<file path="src/rtl/inv_pkg.sv">
package inv_pkg;
  localparam int REG_AW = 12;

  localparam logic [REG_AW-1:0] OFS_CMD   = 12'h5c0;
  localparam logic [REG_AW-1:0] OFS_FIRST = 12'h5c4;
  localparam logic [REG_AW-1:0] OFS_LAST  = 12'h5c8;
  localparam logic [REG_AW-1:0] OFS_BANK  = 12'h5d8;
  localparam logic [REG_AW-1:0] OFS_DONE  = 12'h60c;
  localparam logic [REG_AW-1:0] OFS_STAT  = 12'h610;

  localparam logic [31:0] CMD_RANGE = 32'h1;
  localparam logic [31:0] CMD_FULL  = 32'h2;

  // strobes from control to datapath
  typedef struct packed {
    logic loadRange;  // latch first/last/banks, start walk
    logic advance;    // step to next page
    logic flushGo;    // emit flush-all strobe
  } invStrobe_t;
endpackage

</file>
<file path="src/rtl/inv_ctrl.sv">
module inv_ctrl
  import inv_pkg::*;
(
  input  logic              clk,
  input  logic              rstN,
  input  logic              wrEn,
  input  logic [REG_AW-1:0] wrAddr,
  input  logic [31:0]       wrData,
  input  logic              reqReady,
  input  logic              lastHit,
  input  logic              rangeEmpty,
  output invStrobe_t        strb,
  output logic              busy,
  output logic              done
);
  logic cmdWr, goRange, goFull, accept, finish, doneClr;

  assign cmdWr   = wrEn && (wrAddr == OFS_CMD);
  assign goRange = cmdWr && (wrData == CMD_RANGE) && !busy;
  assign goFull  = cmdWr && (wrData == CMD_FULL) && !busy;
  assign accept  = busy && reqReady;
  assign finish  = accept && lastHit;
  assign doneClr = wrEn && (wrAddr == OFS_DONE) && (wrData == 32'h0);

  always_comb begin
    strb.loadRange = goRange && !rangeEmpty;
    strb.advance   = accept && !lastHit;
    strb.flushGo   = goFull;
  end

  always_ff @(posedge clk or negedge rstN) begin
    if (!rstN) begin
      busy <= 1'b0;
      done <= 1'b0;
    end else begin
      if (busy) busy <= !finish;
      else      busy <= goRange && !rangeEmpty;

      if (finish || goFull || (goRange && rangeEmpty)) done <= 1'b1;
      else if (doneClr)                                 done <= 1'b0;
    end
  end

  // last handshake ends the walk and raises completion
  assert_finish_sets_done_R6: assert property (@(posedge clk) disable iff (!rstN)
    (busy && reqReady && lastHit) |=> (done && !busy));

  // completion is sticky until a zero write
  assert_done_sticky_R6: assert property (@(posedge clk) disable iff (!rstN)
    (done && !(wrEn && wrAddr == OFS_DONE && wrData == 32'h0)) |=> done);

  // a running walk is not cut short by anything but its last handshake
  assert_walk_persists_R9: assert property (@(posedge clk) disable iff (!rstN)
    (busy && !(reqReady && lastHit)) |=> busy);
endmodule

</file>
<file path="src/rtl/inv_datapath.sv">
module inv_datapath
  import inv_pkg::*;
#(
  parameter int ADDR_W     = 32,
  parameter int PAGE_SHIFT = 12,
  parameter int BANKS      = 2,
  localparam int PAGE_W    = ADDR_W - PAGE_SHIFT
) (
  input  logic              clk,
  input  logic              rstN,
  input  logic              wrEn,
  input  logic [REG_AW-1:0] wrAddr,
  input  logic [31:0]       wrData,
  input  logic [REG_AW-1:0] rdAddr,
  input  invStrobe_t        strb,
  input  logic              busy,
  input  logic              done,
  input  logic              reqReady,
  output logic [31:0]       rdData,
  output logic              lastHit,
  output logic              rangeEmpty,
  output logic [PAGE_W-1:0] reqPage,
  output logic [BANKS-1:0]  reqBanks,
  output logic              flushAll,
  output logic [BANKS-1:0]  flushBanks
);
  logic [BANKS-1:0]  bankSel;
  logic [PAGE_W-1:0] firstPg, lastPgReg, curPg, walkLast;
  logic [BANKS-1:0]  walkBanks;

  always_ff @(posedge clk or negedge rstN) begin
    if (!rstN) begin
      bankSel   <= '0;
      firstPg   <= '0;
      lastPgReg <= '0;
    end else if (wrEn) begin
      case (wrAddr)
        OFS_BANK:  bankSel   <= wrData[BANKS-1:0];
        OFS_FIRST: firstPg   <= wrData[ADDR_W-1:PAGE_SHIFT];
        OFS_LAST:  lastPgReg <= wrData[ADDR_W-1:PAGE_SHIFT];
        default: ;
      endcase
    end
  end

  always_ff @(posedge clk or negedge rstN) begin
    if (!rstN) begin
      curPg     <= '0;
      walkLast  <= '0;
      walkBanks <= '0;
    end else if (strb.loadRange) begin
      curPg     <= firstPg;
      walkLast  <= lastPgReg;
      walkBanks <= bankSel;
    end else if (strb.advance) begin
      curPg <= curPg + 1'b1;
    end
  end

  always_ff @(posedge clk or negedge rstN) begin
    if (!rstN) begin
      flushAll   <= 1'b0;
      flushBanks <= '0;
    end else begin
      flushAll <= strb.flushGo;
      if (strb.flushGo) flushBanks <= bankSel;
    end
  end

  assign rangeEmpty = lastPgReg < firstPg;
  assign lastHit    = curPg == walkLast;
  assign reqPage    = curPg;
  assign reqBanks   = walkBanks;

  always_comb begin
    case (rdAddr)
      OFS_BANK:  rdData = 32'(bankSel);
      OFS_FIRST: rdData = 32'({firstPg, {PAGE_SHIFT{1'b0}}});
      OFS_LAST:  rdData = 32'({lastPgReg, {PAGE_SHIFT{1'b0}}});
      OFS_DONE:  rdData = 32'(done);
      OFS_STAT:  rdData = 32'(busy);
      default:   rdData = 32'h0;
    endcase
  end

  // a stalled request keeps its page and banks
  assert_req_hold_R5: assert property (@(posedge clk) disable iff (!rstN)
    (busy && !reqReady) |=> ($stable(curPg) && $stable(walkBanks)));

  // the walk never passes its latched last page
  assert_page_in_range_R4: assert property (@(posedge clk) disable iff (!rstN)
    busy |-> (curPg <= walkLast));

  // flush strobe lasts a single cycle
  assert_flush_single_R8: assert property (@(posedge clk) disable iff (!rstN)
    flushAll |=> !flushAll);
endmodule

</file>
<file path="src/rtl/tlb_inval_ctrl.sv">
module tlb_inval_ctrl
  import inv_pkg::*;
#(
  parameter int ADDR_W     = 32,
  parameter int PAGE_SHIFT = 12,
  parameter int BANKS      = 2
) (
  input  logic                       clk,
  input  logic                       rstN,
  input  logic                       wrEn,
  input  logic [11:0]                wrAddr,
  input  logic [31:0]                wrData,
  input  logic [11:0]                rdAddr,
  output logic [31:0]                rdData,
  output logic                       pgReqValid,
  output logic [ADDR_W-PAGE_SHIFT-1:0] pgReqPage,
  output logic [BANKS-1:0]           pgReqBanks,
  input  logic                       pgReqReady,
  output logic                       flushAll,
  output logic [BANKS-1:0]           flushBanks
);
  invStrobe_t strb;
  logic busy, done, lastHit, rangeEmpty;

  inv_ctrl u_ctrl (
    .clk(clk), .rstN(rstN), .wrEn(wrEn), .wrAddr(wrAddr), .wrData(wrData),
    .reqReady(pgReqReady), .lastHit(lastHit), .rangeEmpty(rangeEmpty),
    .strb(strb), .busy(busy), .done(done)
  );

  inv_datapath #(.ADDR_W(ADDR_W), .PAGE_SHIFT(PAGE_SHIFT), .BANKS(BANKS)) u_dp (
    .clk(clk), .rstN(rstN), .wrEn(wrEn), .wrAddr(wrAddr), .wrData(wrData),
    .rdAddr(rdAddr), .strb(strb), .busy(busy), .done(done),
    .reqReady(pgReqReady), .rdData(rdData), .lastHit(lastHit),
    .rangeEmpty(rangeEmpty), .reqPage(pgReqPage), .reqBanks(pgReqBanks),
    .flushAll(flushAll), .flushBanks(flushBanks)
  );

  assign pgReqValid = busy;
endmodule

</file>
<file path="config.mk">
export PLATFORM = sky130hd
export DESIGN_NAME = tlb_inval_ctrl
export DESIGN_NICKNAME = d
export VERILOG_FILES = /design/src/rtl/inv_pkg.sv /design/src/rtl/inv_ctrl.sv /design/src/rtl/inv_datapath.sv /design/src/rtl/tlb_inval_ctrl.sv
export SDC_FILE = /design/constraint.sdc
export NUM_CORES = 1
export LEC_CHECK = 0
export ABC_AREA = 1
export BUFFER_PORTS_ARGS = -buffer_cell sky130_fd_sc_hd__buf_2
export CAP_MARGIN = 10
export CORE_UTILIZATION = 40
export CTS_CLUSTER_DIAMETER = 100
export DETAILED_ROUTE_END_ITERATION = 8
export HOLD_SLACK_MARGIN = 0.15
export RECOVER_POWER = 25
export SETUP_SLACK_MARGIN = 0.3
export SLEW_MARGIN = 20
export SYNTH_ARGS = -nofsm -noshare
export SYNTH_HDL_FRONTEND = slang
export SYNTH_HIERARCHICAL = 1
export SYNTH_SLANG_ARGS = --single-unit
</file>
<file path="constraint.sdc">
create_clock -name clk -period 4.3 [get_ports clk]
set_input_delay 0.215 -clock clk [delete_from_list [all_inputs] [get_ports clk]]
set_output_delay 0.215 -clock clk [all_outputs]
set_load 0.02 [all_outputs]
</file>
==> results of run 1 <==
-- cells in the mapped netlist (all sizes together), types with 2 or more instances --
library cell,count,share of area [%]
a21oi,11,0.98
a22oi,12,1.6
and2,2,0.22
buf,26,3.1
clkbuf,6,0.42
dfrtp,89,40
ha,20,4.5
inv,115,7.7
mux2,2,0.40
nand2,225,16
nand3,60,5.5
nand4,16,1.8
nor2,72,5.3
nor3,11,1.7
o21ai,91,8.9
o221ai,2,0.31
or2,5,0.56
xnor2,2,0.31
xor2,5,0.78
-- per-stage QoR --
stage | util, % | worst slack (ns) | hold slack [ns]
final | 49.09 | 0.8434 | 0.1540
after global routing | 49.09 | 0.5305 | 0.1670
after CTS | 49.14 | 0.9136 | 0.1508
after detailed placement | 46.44 | 0.9671 | 0.2939
after global placement | 46.44 | 0.8676 | 0.2853
after floorplan | - | 2.120 | -0.08059
-- metal layers --
metal	part of all wire, %	track usage (%)	vias to the layer above
met5	0	0	-
met3	4.5	2.830	17
met2	45	36.42	159
met4	1.8	8.256	0
li1	-	-	2687
met1	49	33.63	2494
-- kinds of logic after synthesis --
| family | count (synthesis) | share of synthesized area [%] |
|---|---|---|
| buffers and inverters | 148 | 11.31 |
| adder cells (fa/ha/maj) | 20 | 4.461 |
| multiplexers | 2 | 0.4015 |
| AND/OR/NAND/NOR | 394 | 30.94 |
| AO/OA/AOI/OAI | 118 | 12.02 |
| other | 1 | 0.06686 |
| XOR/XNOR | 7 | 1.093 |
| flip-flops | 89 | 39.71 |
-- worst min-delay path by stage --
stage,startpoint,endpoint,slack (ns)
4_1_cts,wrData[14],u_dp/firstPg[2],0.15
5_1_grt,wrData[19],u_dp/lastPgReg[7],0.17
6_report,wrData[19],u_dp/lastPgReg[7],0.15
3_5_place_dp,rstN,u_dp/reqPage[14],0.29
2_1_floorplan,rstN,u_ctrl/busy,-0.08
3_3_place_gp,rstN,u_dp/reqPage[14],0.29
-- registers in the layout (all words and copies together), names as in the netlist, 2 cells and up --
signal / cells
u_dp/bankSel: 2
u_dp/firstPg: 20
u_dp/flushBanks: 2
u_dp/lastPgReg: 20
u_dp/reqBanks: 2
u_dp/reqPage: 20
u_dp/walkLast: 20
-- where the power goes --
| part | leakage (nW) | switching [mW] | total, mW | internal, mW |
|---|---|---|---|---|
| Clock | 0.128 | 0.325 | 0.728 | 0.403 |
| Sequential | 1.13 | 0.00898 | 0.852 | 0.843 |
| Combinational | 2.18 | 0.0856 | 0.133 | 0.0475 |
| Total | 3.44 | 0.419 | 1.71 | 1.29 |
-- cell type report --
| type | count | area (µm²) |
|---|---|---|
| clock buffer | 12 | 246.5 |
| clock inverter | 3 | 17.52 |
| fill | 1381 | 6849 |
| inverter | 116 | 435.4 |
| multi-input combinational | 551 | 2789 |
| sequential | 89 | 2227 |
| tap | 176 | 220.2 |
| timing repair buffer | 122 | 668.1 |
-- repair_timing --
item	4_1_cts	5_1_grt
hold buffers	10	0
resized for setup	0	0
hold endpoints to repair	63	0
-- worst max-delay path: cells and delay by family, from the launching register on --
family	cells	cell delay (ns)
adders and majority gates	1	0.30
and+or+nand+nor	9	1.36
buffers and inverters	4	0.77
AOI/OAI and AO/OA	3	0.45
DFF	1	0.40
-- placed cells by master, fill, tap and decap left out, types with 3 or more instances in the layout --
cell	Yosys	final
nor2_2	8	8
o21ai_1	40	21
dfrtp_1	89	89
inv_2	3	3
clkbuf_1	5	4
nor3_4	3	3
nand2_2	4	4
nand4_1	16	16
nand3_1	58	58
a21oi_1	11	11
dlygate4sd3_1	0	10
xor2_1	5	5
o21ai_2	11	11
conb_1	1	10
nor2_1	63	62
inv_1	112	112
nand2_1	219	219
a22oi_1	12	12
nor3_1	7	7
o21ai_0	40	59
clkbuf_16	0	9
ha_1	20	20
buf_2	11	106
buf_4	11	4
==> impl_metrics.sql, run 1 <==
INSERT INTO impl_metrics (metric_group, metric, value, unit) VALUES
('status', 'status', 'finished, violations left', ''),
('status', 'violations', 'max-capacitance violations, max-slew violations', ''),
('sta', 'timing.setup.tns', '0', 'ns'),
('clock_tree', 'cts_post_setup_buffers_inserted', '0', ''),
('placed_design', 'instance_count_after_placement_with_tap_cells_included', '1044', ''),
('grt', 'grt_max_degree', '52', ''),
('clock_tree', 'clkLatencyLatePin', '0.34', 'ns'),
('layout', 'post_layout_nonfiller_instances', '1069', ''),
('grt', 'grt_pass1_wl', '26240', 'µm'),
('route', 'dr_total_vias', '5357', ''),
('grt', 'grt_antenna_before_repair', '0', ''),
('clock_tree', 'max-clock-path-buffers', '2', ''),
('floorplan', 'fp.coreArea', '13450', 'µm²'),
('floorplan', 'io_pins', '118', ''),
('sta', 'slew_viol_final', '93', ''),
('sta', 'setup_violations', '0', ''),
('worst_setup_path', 'worst_ep_required_time', '4.48', 'ns'),
('grt', 'via_count_of_the_first_global_routing_pass', '5027', ''),
('placed_design', 'dp_hpwl', '12250', 'µm'),
('worst_setup_path', 'crit_path_max_fanout', '30', ''),
('sta', 'final_report_hold_violation_count', '0', ''),
('route', 'drt-vias-per-instance', '5.011', ''),
('sta', 'grt_setup_unrepaired', 'false', ''),
('synthesis', 'syn_area_per_cell', '7.200', 'µm²'),
('worst_setup_path', 'worst-setup-path-type', 'flip-flop to flip-flop', ''),
('route', 'detail_route.wirelength', '16160', 'µm'),
('synthesis', 'synthDistinctLibCells', '41', ''),
('sta', 'maxSlewHeadroom', '-80.36', '%'),
('floorplan', 'rows', '42', ''),
('sta', 'period_minus_slack', '3.457', 'ns'),
('layout', 'diodes_inserted', '0', ''),
('worst_setup_path', 'ff2ff_path_depth', '17', ''),
('worst_setup_path', 'worst_setup_end_kind', 'flip-flop', ''),
('floorplan', 'dieHeight', '120.4', 'µm'),
('clock_tree', 'cts.sinks', '89', ''),
('hold_path', 'worstHoldPathCells', '3', ''),
('worst_setup_path', 'timing.critical_path.cells', 'inv_1, ha_1, nand2_1, nor2_1, nand2_1, nor2_1, nand2_1, inv_1, nor2_1, nor2_4, buf_4, nor2_1, buf_4, a21oi_1, nand2_1, o21ai_0, o21ai_0', ''),
('synthesis', 'yosysWarnings', '6', ''),
('job', 'cap_violations', '2', ''),
('placed_design', 'dpl_cell_area', '6247', 'µm²'),
('layout', 'syn_to_final_growth', '17.73', '%'),
('power', 'vdd_drop_max', '173.8', 'µV'),
('clock_tree', 'path_clk_slew', '0.07', 'ns'),
('power', 'fin_total_pwr', '1.713', 'mW'),
('synthesis', 'synth-seq-cells', '89', ''),
('synthesis', 'post_synth_inst_count', '779', ''),
('sta', 'portion_of_the_clock_cycle_consumed_by_the_worst_path_in_the_final_layout', '80.39', '%'),
('worst_setup_path', 'setup.reg_to_reg.worst_slack', '0.84', 'ns'),
('worst_setup_path', 'critical_path.max_stage_delay', '0.60', 'ns'),
('route', 'avgRoutedWirePerCell', '15.11', 'µm'),
('grt', 'overflow_left_after_global_routing', '0', ''),
('placed_design', 'buffer_ports.inserted', '107', ''),
('worst_setup_path', 'cp_data_arrival_time', '3.64', 'ns'),
('hold_path', 'hold_class', 'input port to flip-flop', ''),
('power', 'power_density', '259.3', 'nW/µm²'),
('route', 'first_pass_iteration_count_of_the_detailed_router', '5', ''),
('clock_tree', 'ctsHtreeMaxLevel', '3', ''),
('synthesis', 'synth_async_sr_flop_share', '100.0', '%'),
('layout', 'post_route_cells_drive_above_1_share', '18.25', '%'),
('sta', 'fin_skew', '0.008948', 'ns'),
('worst_setup_path', 'cp-startpoint', 'u_dp/firstPg[19]', ''),
('worst_setup_path', 'reg2reg_from', 'u_dp/firstPg[19]', ''),
('power', 'cellLeakagePower', '3.439', 'nW'),
('grt', 'grt.total_usage', '23.47', '%'),
('layout', 'design_area', '6604', 'µm²'),
('floorplan', 'fp.dieArea', '14500', 'µm²'),
('synthesis', 'synth_edf_count', '0', ''),
('sta', 'worst-slew-pin-transition', '2.705', 'ns'),
('sta', 'timing.fmax', '289.3', 'MHz'),
('floorplan', 'start_util', '41.69', '%'),
('layout', 'final_net_count', '969', '');
No activity file was read; power rests on OpenSTA's default activity.
==> run 2: changes to the inputs <==
clock period = 3.4 ns   (was 4.3 ns; I/O delays follow)
==> impl_metrics.sql, run 2 (synthesis gave the netlist of run 1 again) <==
INSERT INTO impl_metrics (metric_group, metric, value, unit) VALUES
('sta', 'period_minus_slack', '2.745', 'ns'),
('sta', 'setup_violations', '0', ''),
('route', 'drt-met1-wl', '7851', 'µm'),
('floorplan', 'rows', '42', ''),
('grt', 'grt_antenna_before_repair', '0', ''),
('route', 'drt.antenna.violating_nets', '0', ''),
('sta', 'maxSlewHeadroom', '-16.68', '%'),
('sta', 'fin_skew', '0.009804', 'ns'),
('layout', 'syn_to_final_growth', '20.25', '%'),
('power', 'fin_total_pwr', '2.238', 'mW'),
('clock_tree', 'cts-root-buf', 'clkbuf_16', ''),
('hold_path', 'hold_path.startpoint', 'pgReqReady', ''),
('floorplan', 'start_util', '41.69', '%'),
('layout', 'post_route_cells_drive_above_1_share', '16.78', '%'),
('layout', 'fillers', '1401', ''),
('worst_setup_path', 'crit_path_max_fanout', '15', ''),
('sta', 'slew_viol_final', '152', ''),
('route', 'detail_route.iter0.violations', '437', ''),
('clock_tree', 'path_clk_slew', '0.07', 'ns'),
('route', 'drt-vias-per-instance', '5.013', ''),
('worst_setup_path', 'setup.reg_to_reg.worst_slack', '0.66', 'ns'),
('worst_setup_path', 'worst_setup_end_kind', 'flip-flop', ''),
('route', 'first_pass_iteration_count_of_the_detailed_router', '6', ''),
('grt', 'grt_max_degree', '70', ''),
('worst_setup_path', 'cp_data_arrival_time', '3.02', 'ns'),
('layout', 'final_net_count', '983', ''),
('layout', 'post_route_core_utilization', '50.14', '%'),
('sta', 'worst-slew-pin-transition', '1.750', 'ns'),
('worst_setup_path', 'worst-setup-path-type', 'flip-flop to flip-flop', ''),
('grt', 'grt.total_usage', '23.38', '%'),
('hold_path', 'end_point_of_the_worst_hold_path', 'u_ctrl/busy', ''),
('status', 'violations', 'max-capacitance violations, max-slew violations', ''),
('route', 'highest-signal-layer', 'met4', ''),
('floorplan', 'fp.dieArea', '14500', 'µm²'),
('power', 'cellLeakagePower', '3.462', 'nW'),
('sta', 'final_report_hold_violation_count', '0', ''),
('route', 'dr_total_vias', '5424', ''),
('worst_setup_path', 'worst_ep_required_time', '3.68', 'ns'),
('route', 'drc_violations', '0', ''),
('power', 'vdd_drop_max', '264.3', 'µV'),
('power', 'power_density', '331.8', 'nW/µm²'),
('route', 'met2RoutedLength', '7238', 'µm'),
('floorplan', 'io_pins', '118', ''),
('job', 'cap_violations', '3', ''),
('sta', 'portion_of_the_clock_cycle_consumed_by_the_worst_path_in_the_final_layout', '80.72', '%'),
('sta', 'grt_setup_unrepaired', 'false', ''),
('worst_setup_path', 'worst_setup_path_start_kind', 'flip-flop', ''),
('hold_path', 'hold_class', 'input port to flip-flop', ''),
('clock_tree', 'cts_post_setup_buffers_inserted', '0', ''),
('layout', 'layout.cells.most_common', 'nand2_1', ''),
('worst_setup_path', 'ff2ff_path_depth', '13', ''),
('worst_setup_path', 'reg2reg_from', 'u_dp/firstPg[15]', ''),
('sta', 'timing.setup.tns', '0', 'ns'),
('layout', 'diodes_inserted', '0', ''),
('clock_tree', 'tritoncts', 'yes', ''),
('clock_tree', 'ctsHtreeMaxLevel', '3', ''),
('floorplan', 'die_width', '120.4', 'µm'),
('status', 'status', 'finished, violations left', ''),
('clock_tree', 'max-clock-path-buffers', '2', ''),
('grt', 'grt_pass1_wl', '26120', 'µm'),
('clock_tree', 'cts.sinks', '89', ''),
('clock_tree', 'tritoncts.num_buffers', '9', ''),
('route', 'dr_wl_met3', '846', 'µm'),
('grt', 'overflow_left_after_global_routing', '0', ''),
('hold_path', 'worstHoldPathCells', '4', ''),
('route', 'avgRoutedWirePerCell', '15.02', 'µm'),
('worst_setup_path', 'rr_endpoint', 'u_dp/reqPage[12]', ''),
('floorplan', 'fp.coreArea', '13450', 'µm²'),
('placed_design', 'buffer_ports.inserted', '107', ''),
('clock_tree', 'clkLatencyLatePin', '0.34', 'ns'),
('layout', 'commonest_non_fill_non_tap_cells_in_the_layout', 'nand2_1, inv_1, buf_2, dfrtp_1, o21ai_0', ''),
('route', 'detail_route.wirelength', '16260', 'µm'),
('sta', 'timing.fmax', '364.4', 'MHz'),
('placed_design', 'dp_hpwl', '12120', 'µm'),
('grt', 'via_count_of_the_first_global_routing_pass', '5010', ''),
('floorplan', 'dieHeight', '120.4', 'µm'),
('placed_design', 'gpl.final_weighted_congestion', '0.8856', '');
[run 2: cell types whose count changed in the layout (fill, tap and decap cells not counted)]
cell           previous run  this run
o21ai_0                  59        78
dlygate4sd3_1            10        23
buf_2                   106        94
o21ai_1                  21         2
clkbuf_2                  0         1
clkbuf_1                  4        15
clkinv_2                  2         1
bufinv_16                 0         1
[run 2: worst max-delay path by stage]
stage,startpoint,to
floorplan,u_dp/firstPg[19],u_dp/reqPage[11]
global placement,u_dp/firstPg[11],u_dp/reqPage[12]
detailed placement,u_dp/firstPg[17],u_dp/reqPage[16]
CTS,u_dp/firstPg[15],u_dp/reqPage[16]
global route,u_dp/firstPg[17],u_dp/reqPage[8]
finish,u_dp/firstPg[15],u_dp/reqPage[12]
[run 2: per-stage QoR]
stage / std cells / area (µm²) / hold WS (ns) / setup WS, ns
3_3_place_gp: 1045 / 6255 / 0.3673 / 0.7549
2_1_floorplan: 788 / 5643 / -0.1256 / 1.220
4_1_cts: 1082 / 6770 / 0.1985 / 0.6723
3_5_place_dp: 1045 / 6255 / 0.3649 / 0.6855
5_1_grt: 1082 / 6745 / 0.2238 / 0.3861
6_report: 1082 / 6745 / 0.2031 / 0.6554
[run 2: area by class of cell]
cell class                 instances  area, µm²  share of cell area [%]
multi-input combinational        551       2789                   41.35
sequential                        89       2227                   33.02
timing repair buffer             136      788.3                   11.69
inverter                         116      435.4                   6.455
clock buffer                      11      242.7                   3.599
tap                              176      220.2                   3.265
clock inverter                     3      42.54                  0.6307
[run 2: layer usage]
| layer | track usage (%) | up-vias |
|---|---|---|
| met1 | 33.86 | 2503 |
| met4 | 7.485 | 0 |
| met5 | 0 | - |
| met3 | 3.585 | 21 |
| li1 | - | 2726 |
| met2 | 35.70 | 174 |
[run 2: what timing repair did]
action	4_1_cts	5_1_grt
hold buffers	23	0
hold endpoints to repair	109	0
resized for setup	0	0
[run 2: critical path, stage by stage, from the launching register on]
cell and delay, ns:
dfrtp_1 0.37, inv_1 0.08, ha_1 0.33, a21oi_1 0.16
nand2_1 0.08, a21oi_1 0.18, nand2_1 0.07, nor2_1 0.33
nor2_4 0.13, inv_2 0.21, nand2_1 0.17, inv_2 0.28
a22oi_1 0.17, nand2_1 0.11
[run 2: power breakdown]
part / internal [mW] / switching, mW
Combinational: 0.0699 / 0.110
Clock: 0.581 / 0.400
Sequential: 1.07 / 0.0120
